==> src/rtl/mdio_pkg.sv <==
`timescale 1ns/1ps
package mdio_pkg;
  localparam int FRAME_LEN = 64;
  localparam int PRE_LEN   = 32;
  localparam int TA_POS    = 46;  // index of first turnaround bit in a frame
  localparam int DATA_POS  = 48;  // index of first data bit in a frame

  localparam logic [7:0] OFS_MODE  = 8'h40;
  localparam logic [7:0] OFS_ADDR  = 8'h44;
  localparam logic [7:0] OFS_WDATA = 8'h48;
  localparam logic [7:0] OFS_RDATA = 8'h4C;
  localparam logic [7:0] OFS_CMD   = 8'h50;

  // strobes from the sequencer to the shift datapath
  typedef struct packed {
    logic load;     // latch a new frame
    logic fall;     // MDC falling edge, present next bit
    logic rise;     // MDC rising edge
    logic letGo;    // first turnaround bit: reads release the line
    logic capture;  // rising edge within the data field
    logic finish;   // last cycle of the frame
  } dp_ctl_t;

  function automatic logic [1:0] opFor(input logic c45, input logic [1:0] code);
    if (!c45) return code[0] ? 2'b01 : 2'b10;
    case (code)
      2'd0:    return 2'b00;
      2'd1:    return 2'b01;
      default: return 2'b11;
    endcase
  endfunction

  function automatic logic isReadOp(input logic c45, input logic [1:0] code);
    return c45 ? code[1] : !code[0];
  endfunction

  function automatic logic [FRAME_LEN-1:0] buildFrame(
      input logic c45, input logic [1:0] code, input logic [4:0] phyAd,
      input logic [4:0] regAd, input logic [15:0] data);
    return {{PRE_LEN{1'b1}}, (c45 ? 2'b00 : 2'b01), opFor(c45, code),
            phyAd, regAd, 2'b10, data};
  endfunction
endpackage

==> src/rtl/mdio_ctrl.sv <==
`timescale 1ns/1ps
module mdio_ctrl
  import mdio_pkg::*;
#(
  parameter int CLK_DIV = 80
) (
  input  logic        clk,
  input  logic        rstN,
  input  logic [7:0]  busAddr,
  input  logic        busWrEn,
  input  logic [15:0] busWrData,
  output logic [31:0] busRdData,
  input  logic [15:0] rdData,
  output dp_ctl_t     ctl,
  output logic        c45,
  output logic [1:0]  code,
  output logic [4:0]  phyAd,
  output logic [4:0]  regAd,
  output logic [15:0] wrData
);
  localparam int HALF  = CLK_DIV / 2;
  localparam int DIV_W = $clog2(CLK_DIV);
  localparam int BIT_W = $clog2(FRAME_LEN);

  logic             busyQ;
  logic [DIV_W-1:0] divCnt;
  logic [BIT_W-1:0] bitCnt;
  logic             startReq, startOk, lastDiv, lastBit;

  assign startReq = busWrEn && (busAddr == OFS_CMD) && busWrData[8];
  assign startOk  = startReq && !busyQ;
  assign lastDiv  = divCnt == DIV_W'(CLK_DIV - 1);
  assign lastBit  = bitCnt == BIT_W'(FRAME_LEN - 1);
  assign code     = busWrData[1:0];

  always_comb begin
    ctl.load    = startOk;
    ctl.fall    = busyQ && (divCnt == '0);
    ctl.rise    = busyQ && (divCnt == DIV_W'(HALF));
    ctl.letGo   = ctl.fall && (bitCnt == BIT_W'(TA_POS));
    ctl.capture = ctl.rise && (bitCnt >= BIT_W'(DATA_POS));
    ctl.finish  = busyQ && lastDiv && lastBit;
  end

  always_ff @(posedge clk or negedge rstN) begin
    if (!rstN) begin
      c45    <= 1'b0;
      phyAd  <= '0;
      regAd  <= '0;
      wrData <= '0;
    end else if (busWrEn) begin
      if (busAddr == OFS_MODE)  c45 <= busWrData[8];
      if (busAddr == OFS_ADDR)  begin phyAd <= busWrData[12:8]; regAd <= busWrData[4:0]; end
      if (busAddr == OFS_WDATA) wrData <= busWrData;
    end
  end

  always_ff @(posedge clk or negedge rstN) begin
    if (!rstN) begin
      busyQ  <= 1'b0;
      divCnt <= '0;
      bitCnt <= '0;
    end else if (startOk) begin
      busyQ  <= 1'b1;
      divCnt <= '0;
      bitCnt <= '0;
    end else if (busyQ) begin
      if (lastDiv) begin
        divCnt <= '0;
        bitCnt <= bitCnt + 1'b1;
        if (lastBit) busyQ <= 1'b0;
      end else begin
        divCnt <= divCnt + 1'b1;
      end
    end
  end

  always_comb begin
    case (busAddr)
      OFS_MODE:  busRdData = {23'b0, c45, 8'b0};
      OFS_ADDR:  busRdData = {19'b0, phyAd, 3'b0, regAd};
      OFS_WDATA: busRdData = {16'b0, wrData};
      OFS_RDATA: busRdData = {16'b0, rdData};
      OFS_CMD:   busRdData = {15'b0, busyQ, 16'b0};
      default:   busRdData = '0;
    endcase
  end

  // an accepted start makes the block busy on the next cycle
  a_r2_start_sets_busy: assert property (@(posedge clk) disable iff (!rstN)
    startOk |=> busyQ);
  // busy is held until the frame's final cycle
  a_r10_busy_holds: assert property (@(posedge clk) disable iff (!rstN)
    busyQ && !ctl.finish |=> busyQ);
  // no new frame is loaded while one runs
  a_r10_no_reload: assert property (@(posedge clk) disable iff (!rstN)
    busyQ |-> !ctl.load);
  // edge strobes never coincide
  a_r6_strobes_apart: assert property (@(posedge clk) disable iff (!rstN)
    $onehot0({ctl.load, ctl.fall, ctl.rise, ctl.finish}));
endmodule

==> src/rtl/mdio_datapath.sv <==
`timescale 1ns/1ps
module mdio_datapath
  import mdio_pkg::*;
(
  input  logic        clk,
  input  logic        rstN,
  input  dp_ctl_t     ctl,
  input  logic        c45,
  input  logic [1:0]  code,
  input  logic [4:0]  phyAd,
  input  logic [4:0]  regAd,
  input  logic [15:0] wrData,
  input  logic        mdioIn,
  output logic        mdc,
  output logic        mdioOut,
  output logic        mdioOe,
  output logic [15:0] rdData
);
  logic [FRAME_LEN-1:0] shiftQ;
  logic                 readQ;
  logic [15:0]          rxQ;

  always_ff @(posedge clk or negedge rstN) begin
    if (!rstN) begin
      shiftQ  <= '0;
      readQ   <= 1'b0;
      rxQ     <= '0;
      rdData  <= '0;
      mdc     <= 1'b0;
      mdioOut <= 1'b0;
      mdioOe  <= 1'b0;
    end else begin
      if (ctl.load) begin
        shiftQ  <= buildFrame(c45, code, phyAd, regAd, wrData);
        readQ   <= isReadOp(c45, code);
        mdioOut <= 1'b1;
        mdioOe  <= 1'b1;
      end
      if (ctl.fall) begin
        mdc     <= 1'b0;
        mdioOut <= shiftQ[FRAME_LEN-1];
        shiftQ  <= {shiftQ[FRAME_LEN-2:0], 1'b0};
        if (ctl.letGo && readQ) mdioOe <= 1'b0;
      end
      if (ctl.rise) begin
        mdc <= 1'b1;
        if (ctl.capture && readQ) rxQ <= {rxQ[14:0], mdioIn};
      end
      if (ctl.finish) begin
        mdc    <= 1'b0;
        mdioOe <= 1'b0;
        if (readQ) rdData <= rxQ;
      end
    end
  end

  // the line is released only at a read's turnaround or at frame end
  a_r8_release_point: assert property (@(posedge clk) disable iff (!rstN)
    $fell(mdioOe) |-> $past(ctl.finish || (ctl.letGo && readQ)));
  // MDIO holds steady through the high half of MDC
  a_r6_stable_high: assert property (@(posedge clk) disable iff (!rstN)
    mdc && $past(mdc) |-> $stable(mdioOut));
  // after a frame the line and clock rest
  a_r11_rest_after: assert property (@(posedge clk) disable iff (!rstN)
    ctl.finish |=> !mdc && !mdioOe);
  // read data only moves at the end of a read frame
  a_r9_rdata_update: assert property (@(posedge clk) disable iff (!rstN)
    !$stable(rdData) |-> $past(ctl.finish && readQ));
endmodule

==> src/rtl/mdio_master.sv <==
`timescale 1ns/1ps
module mdio_master
  import mdio_pkg::*;
#(
  parameter int CLK_DIV = 80
) (
  input  logic        clk,
  input  logic        rstN,
  input  logic [7:0]  busAddr,
  input  logic        busWrEn,
  input  logic [15:0] busWrData,
  output logic [31:0] busRdData,
  output logic        mdc,
  output logic        mdioOut,
  output logic        mdioOe,
  input  logic        mdioIn
);
  dp_ctl_t     ctl;
  logic        c45;
  logic [1:0]  code;
  logic [4:0]  phyAd, regAd;
  logic [15:0] wrData, rdData;

  mdio_ctrl #(.CLK_DIV(CLK_DIV)) uCtrl (
    .clk(clk), .rstN(rstN), .busAddr(busAddr), .busWrEn(busWrEn),
    .busWrData(busWrData), .busRdData(busRdData), .rdData(rdData),
    .ctl(ctl), .c45(c45), .code(code), .phyAd(phyAd), .regAd(regAd),
    .wrData(wrData));

  mdio_datapath uDp (
    .clk(clk), .rstN(rstN), .ctl(ctl), .c45(c45), .code(code),
    .phyAd(phyAd), .regAd(regAd), .wrData(wrData), .mdioIn(mdioIn),
    .mdc(mdc), .mdioOut(mdioOut), .mdioOe(mdioOe), .rdData(rdData));
endmodule

==> config.mk <==
export PLATFORM = sky130hd
export DESIGN_NAME = mdio_master
export DESIGN_NICKNAME = d
export VERILOG_FILES = /design/src/rtl/mdio_pkg.sv /design/src/rtl/mdio_ctrl.sv /design/src/rtl/mdio_datapath.sv /design/src/rtl/mdio_master.sv
export SDC_FILE = /design/constraint.sdc
export NUM_CORES = 1
export LEC_CHECK = 0
export BUFFER_PORTS_ARGS = -buffer_cell sky130_fd_sc_hd__buf_2
export CAP_MARGIN = 20
export CORE_MARGIN = 10
export CORE_UTILIZATION = 55
export CTS_CLUSTER_DIAMETER = 120
export DETAILED_ROUTE_END_ITERATION = 10
export GPL_TIMING_DRIVEN = 0
export HOLD_SLACK_MARGIN = 0.05
export PLACE_DENSITY = 0.76
export REMOVE_ABC_BUFFERS = 1
export SLEW_MARGIN = 20
export SYNTH_ARGS = -nofsm -noshare
export SYNTH_HDL_FRONTEND = slang
export SYNTH_SLANG_ARGS = --single-unit
export TNS_END_PERCENT = 1
==> constraint.sdc <==
create_clock -name clk -period 5.85 [get_ports clk]
set_clock_uncertainty 0.05 [all_clocks]
set_input_delay 0.8775 -clock clk [delete_from_list [all_inputs] [get_ports clk]]
set_output_delay 0.8775 -clock clk [all_outputs]
set_load 0.005 [all_outputs]
# Yosys cells after proc, flatten, opt, wreduce, memory -nomap -nowiden
# Cells that the tools add are included.
[classes] n_lt_le_gt_ge=1 multipliers=0 div=0 bitwise=0 reduce_logical=25 muxes=30 eq_ne=10 add_sub_neg=2 shifts=0
[op_table] operator="64-bit 2-to-1 mux" count=2
[op_table] operator="17-bit one-hot mux with 5 select lines" count=1
[op_table] operator="8-bit by 7-bit == test with 1-bit output (second input constant)" count=5
[op_table] operator="7-bit 2-to-1 mux" count=3
[op_table] operator="6-bit 2-to-1 mux" count=3
[op_table] operator="1-bit 2-to-1 mux" count=17
[op_table] operator="6-bit == test (second input constant)" count=2
[op_table] operator="2-bit AND reduction" count=6
[op_table] operator="1-bit logical AND" count=11
[op_table] operator="7-bit by 1-bit adder with 7-bit output (second input constant)" count=1
[op_table] operator="7-bit by 6-bit == test with 1-bit output (second input constant)" count=1
[op_table] operator="7-bit == test (second input constant)" count=1
[op_table] operator="7-bit zero test" count=1
[op_table] operator="6-bit by 1-bit adder with 6-bit output (second input constant)" count=1
[op_table] operator="6-bit >= comparator (second input constant)" count=1
[op_table] operator="2-bit 2-to-1 mux" count=3
[op_table] operator="2-bit nonzero test" count=3
[op_table] operator="2-bit one-hot mux with 2 select lines" count=1
[op_table] operator="3-bit nonzero test" count=1
[op_table] operator="2-bit by 1-bit == test with 1-bit output (second input constant)" count=1
[op_table] operator="1-bit zero test" count=2
[op_table] operator="2-bit zero test" count=1
[word_totals] output_inout_bits=35 rom_bits=0 ff_bits=141 wordCells=82 latchBits=0 ramBits=0 memories=0 input_bits=28

# Logic depth before layout (Yosys ltp)
[depth] word_depth=8 ltp_mapped=9 depth_no_buf=6

# Modules after synthesis
# A second synthesis with hierarchy kept.
[unflattened] hier_cells=596 hier_area_um2=6477.5
[by_module_without_submodules] module="mdio_datapath" cells_per_inst=363 instances=1 seq_area_each_um2=2502.4 area_each_um2=4040.1
[by_module_without_submodules] module="mdio_ctrl" cells_per_inst=233 instances=1 seq_area_each_um2=1026.0 area_each_um2=2437.3

# Least setup slack after synthesis
# OpenSTA, ideal clock, no wires.
[synth_path] path_type="input port to output port" from="in busAddr[2]" to="out busRdData[0]" required_ps=4923 path_buffers=2 t_arrival_ps=2184 stages=5 setup_slack_ps=2738 path_cell_list="clkbuf_1 -> buf_1 -> mux2_2 -> a22oi_1 -> nor2_1"
[synth_between] elab_chain_len=2 word_cells_on_any_way=6 classes_between="eq/ne (5); mux (1)"
[synth_lines] element="start, declared" line="mdio_master.sv:9" rtl="input logic [7:0] busAddr,"
[synth_lines] element="8-bit by 7-bit == test with 1-bit output" line="mdio_ctrl.sv:79" rtl="case (busAddr)"
[synth_lines] element="17-bit one-hot mux with 5 select lines *" line="mdio_ctrl.sv:79"
[synth_lines] element="end, declared" line="mdio_master.sv:12" rtl="output logic [31:0] busRdData,"
# Every way passes the cells marked *; elsewhere a longest branch is shown, timed or not.

# Final worst setup path
[layout_path] from="in busAddr[2]" to="out busRdData[2]"
# Same word-level chain as after synthesis.

==> out/results.ini <==
[timing]
hold_violations = 0
setup_ws_ns = 2.164
post-route-period-util = 0.6300
final_max_slew_viol_count = 0
rsz0062_at_grt = no
fmax_ghz = 0.2713
setup_viol = 0
tightest_slew_ns = 1.067
tns_ns = 0
whs_ns = 0.3534
slew_headroom = 0.2846
min_period_ns = 3.686

[drt]
wirelength_um = 13810
drtIter0Drc = 452
via_count = 4254
drtAntennaViolNets = 0
first_pass_iters = 5
drc_errors = 0
detail_route.vias_per_cell = 5.958
post_drt_wl_per_cell_um = 19.35

[global_route]
grt_first_pass_wirelength_um = 22410
grt_max_degree = 83
antenna_found_initial = 0
grt_pass1_vias = 4322
grtUsageTotal = 0.1719
grt_overflow = 0

[critical_path]
cp.arrival_ns = 2.76
start_kind = input port
crit_type = in -> out
crit_chain = buf_2 -> nor2b_1 -> a22oi_1 -> nor2_1 -> buf_2
crit_path_top_delay_cell = nor2b_1
crit_fanout = 20
end_kind = output pin
critPathMaxStageDelay_ns = 0.85
cp.required_ns = 4.92
worst_path_most_repeated_cell = buf_2

[final_layout]
multi_input_area_um2 = 2603
drive_gt1_frac = 0.2872
fin_nets = 590
stdcell_area_um2 = 7407
area_delta_synth_final_pct = 16.38
mostFrequentLayoutCells = dfrtp_1, mux2_2, buf_2, o22a_1, nand3_1
ff_latch_area_um2 = 3528
fillCellCount = 810
final_common_cell = dfrtp_1
fin_util = 0.6515
diodes = 0
instances_no_fill = 714

[place]
gp_congestion = 0.8696
hpwl_um = 9112
portBuffers = 47
dp.cells = 681
placed_area_um2 = 6694
dp_slack_ns = 2.237

[logic_synthesis]
synthCells = 516
ys_warn_count = 0
synth_compound_area_frac = 0.1065
ys_seq_area_frac = 0.5544
synthAdderAreaFrac = 0.007863
ys_ff_latch = 141
synth_cell_types = 50
synth_top_family_by_area = multiplexers
synth.avg_cell_area_um2 = 12.33
synth_flop_cell = dfrtp_1
synth_xor_xnor_area_share = 0.008256
yosys.area_share.simple = 0.09967
synth_edf_count = 0
synthesis.area_um2 = 6365
muxShareOfSynthArea = 0.1759
synthArstFlopShare = 1.000

[power]
finalPower_mw = 2.560
max-vdd-ir-drop_mv = 0.2152
cellPowerDensity_nw_per_um2 = 345.6
p_leak_nw = 3.650

[floorplan]
core_area_um2 = 11370
die_x_um = 127.6
initial_core_util = 0.5598
die-height_um = 127.6
ioPinCount = 63
die_area_um2 = 16280
rows = 39

[clock_network]
cts_num_sinks = 141
htreeDepth = 4
cts_tree = done
cts_setup_buffers = 0
cts_hold_buf = 0
clk_latency_ns = 0.41
cts_buffer_depth = 2
cts.clk_slew.worst_paths_ns = 0.06
cts_resized = 0
cts_root_buf = clkbuf_16
cts_made_buffers = 17

[hold_path]
min_path_type = in -> async

[status]
status = finished clean

[run]
maxCapViolCount = 0

worst paths after layout:
| check | depth (start not counted) | slack, ns | start | endpoint |
|---|---|---|---|---|
| max | 5 | 2.16 | busAddr[2] | busRdData[2] |
| min | 1 | 0.35 | rstN | uDp.mdioOe |
| max reg2reg | 8 | 2.85 | uCtrl.divCnt[0] | uDp.shiftQ[30] |
| min reg2reg | 1 | 0.44 | uDp.shiftQ[41] | uDp.shiftQ[41] |
| max in group asynchronous | 2 | 4.66 | rstN | uCtrl.wrData[7] |
| min in group clk | 1 | 0.44 | uDp.shiftQ[41] | uDp.shiftQ[41] |
power breakdown:
part / total, mW / internal (mW) / switching [mW]
Combinational: 0.180 / 0.0828 / 0.0972
Sequential: 1.11 / 1.03 / 0.0812
Clock: 1.27 / 0.865 / 0.401
cell families (layout without fill, tap and decap cells):
| group | after synthesis | in the layout |
|---|---|---|
| fa+ha+maj | 4 | 4 |
| simple gates | 112 | 112 |
| mux | 102 | 102 |
| buf+inv | 54 | 95 |
| flops | 141 | 141 |
| other cells | 1 | 15 |
| xor+xnor | 6 | 6 |
| compound gates | 96 | 96 |
layout make-up:
cell class | count | area share
well taps | 143 | 0.02416
multi-input cells | 335 | 0.3514
inverters | 8 | 0.004054
repair buffers | 55 | 0.05000
clock buffers | 21 | 0.06216
clock inverters | 11 | 0.03193
flip-flops and latches | 141 | 0.4764
sequential cells by signal, indices dropped and copies added, names as in the netlist, 5 cells and up:
register and flops:
uDp.rxQ 16, uCtrl.regAd 5, uCtrl.phyAd 5, uCtrl.bitCnt 6
uDp.rdData 16, uCtrl.wrData 16, uCtrl.divCnt 7, uDp.shiftQ 64
worst max-delay path: cells and delay by family:
kind	cells	cell delay (ns)
buffers and inverters	2	0.61
and+or+nand+nor	2	0.99
AOI/OAI and AO/OA	1	0.27
layer usage:
layer | up-vias | GRT usage | share of wire
met2 | 139 | 0.2629 | 0.48
met5 | - | 0 | 0
met3 | 20 | 0.05170 | 0.067
li1 | 1936 | - | -
met4 | 0 | 0.07483 | 0.016
met1 | 2159 | 0.2220 | 0.44
synth_stat cells (4+ instances only):
| master | count | area (um^2) |
|---|---|---|
| o22a_1 | 34 | 297.8 |
| inv_1 | 8 | 30.03 |
| clkbuf_1 | 9 | 33.78 |
| ha_1 | 4 | 50.05 |
| a22oi_1 | 10 | 75.07 |
| buf_4 | 19 | 142.6 |
| nand2_1 | 12 | 45.04 |
| nor3_1 | 7 | 35.03 |
| buf_1 | 4 | 15.01 |
| nand3_1 | 33 | 165.2 |
| mux2_2 | 69 | 777.0 |
| nor2_1 | 30 | 112.6 |
| dfrtp_1 | 141 | 3528 |
| buf_2 | 13 | 65.06 |
| mux2i_1 | 32 | 320.3 |
| o21ai_1 | 20 | 100.1 |
| o21ai_0 | 16 | 80.08 |
Note: power is estimated with default switching activity, not from simulation.
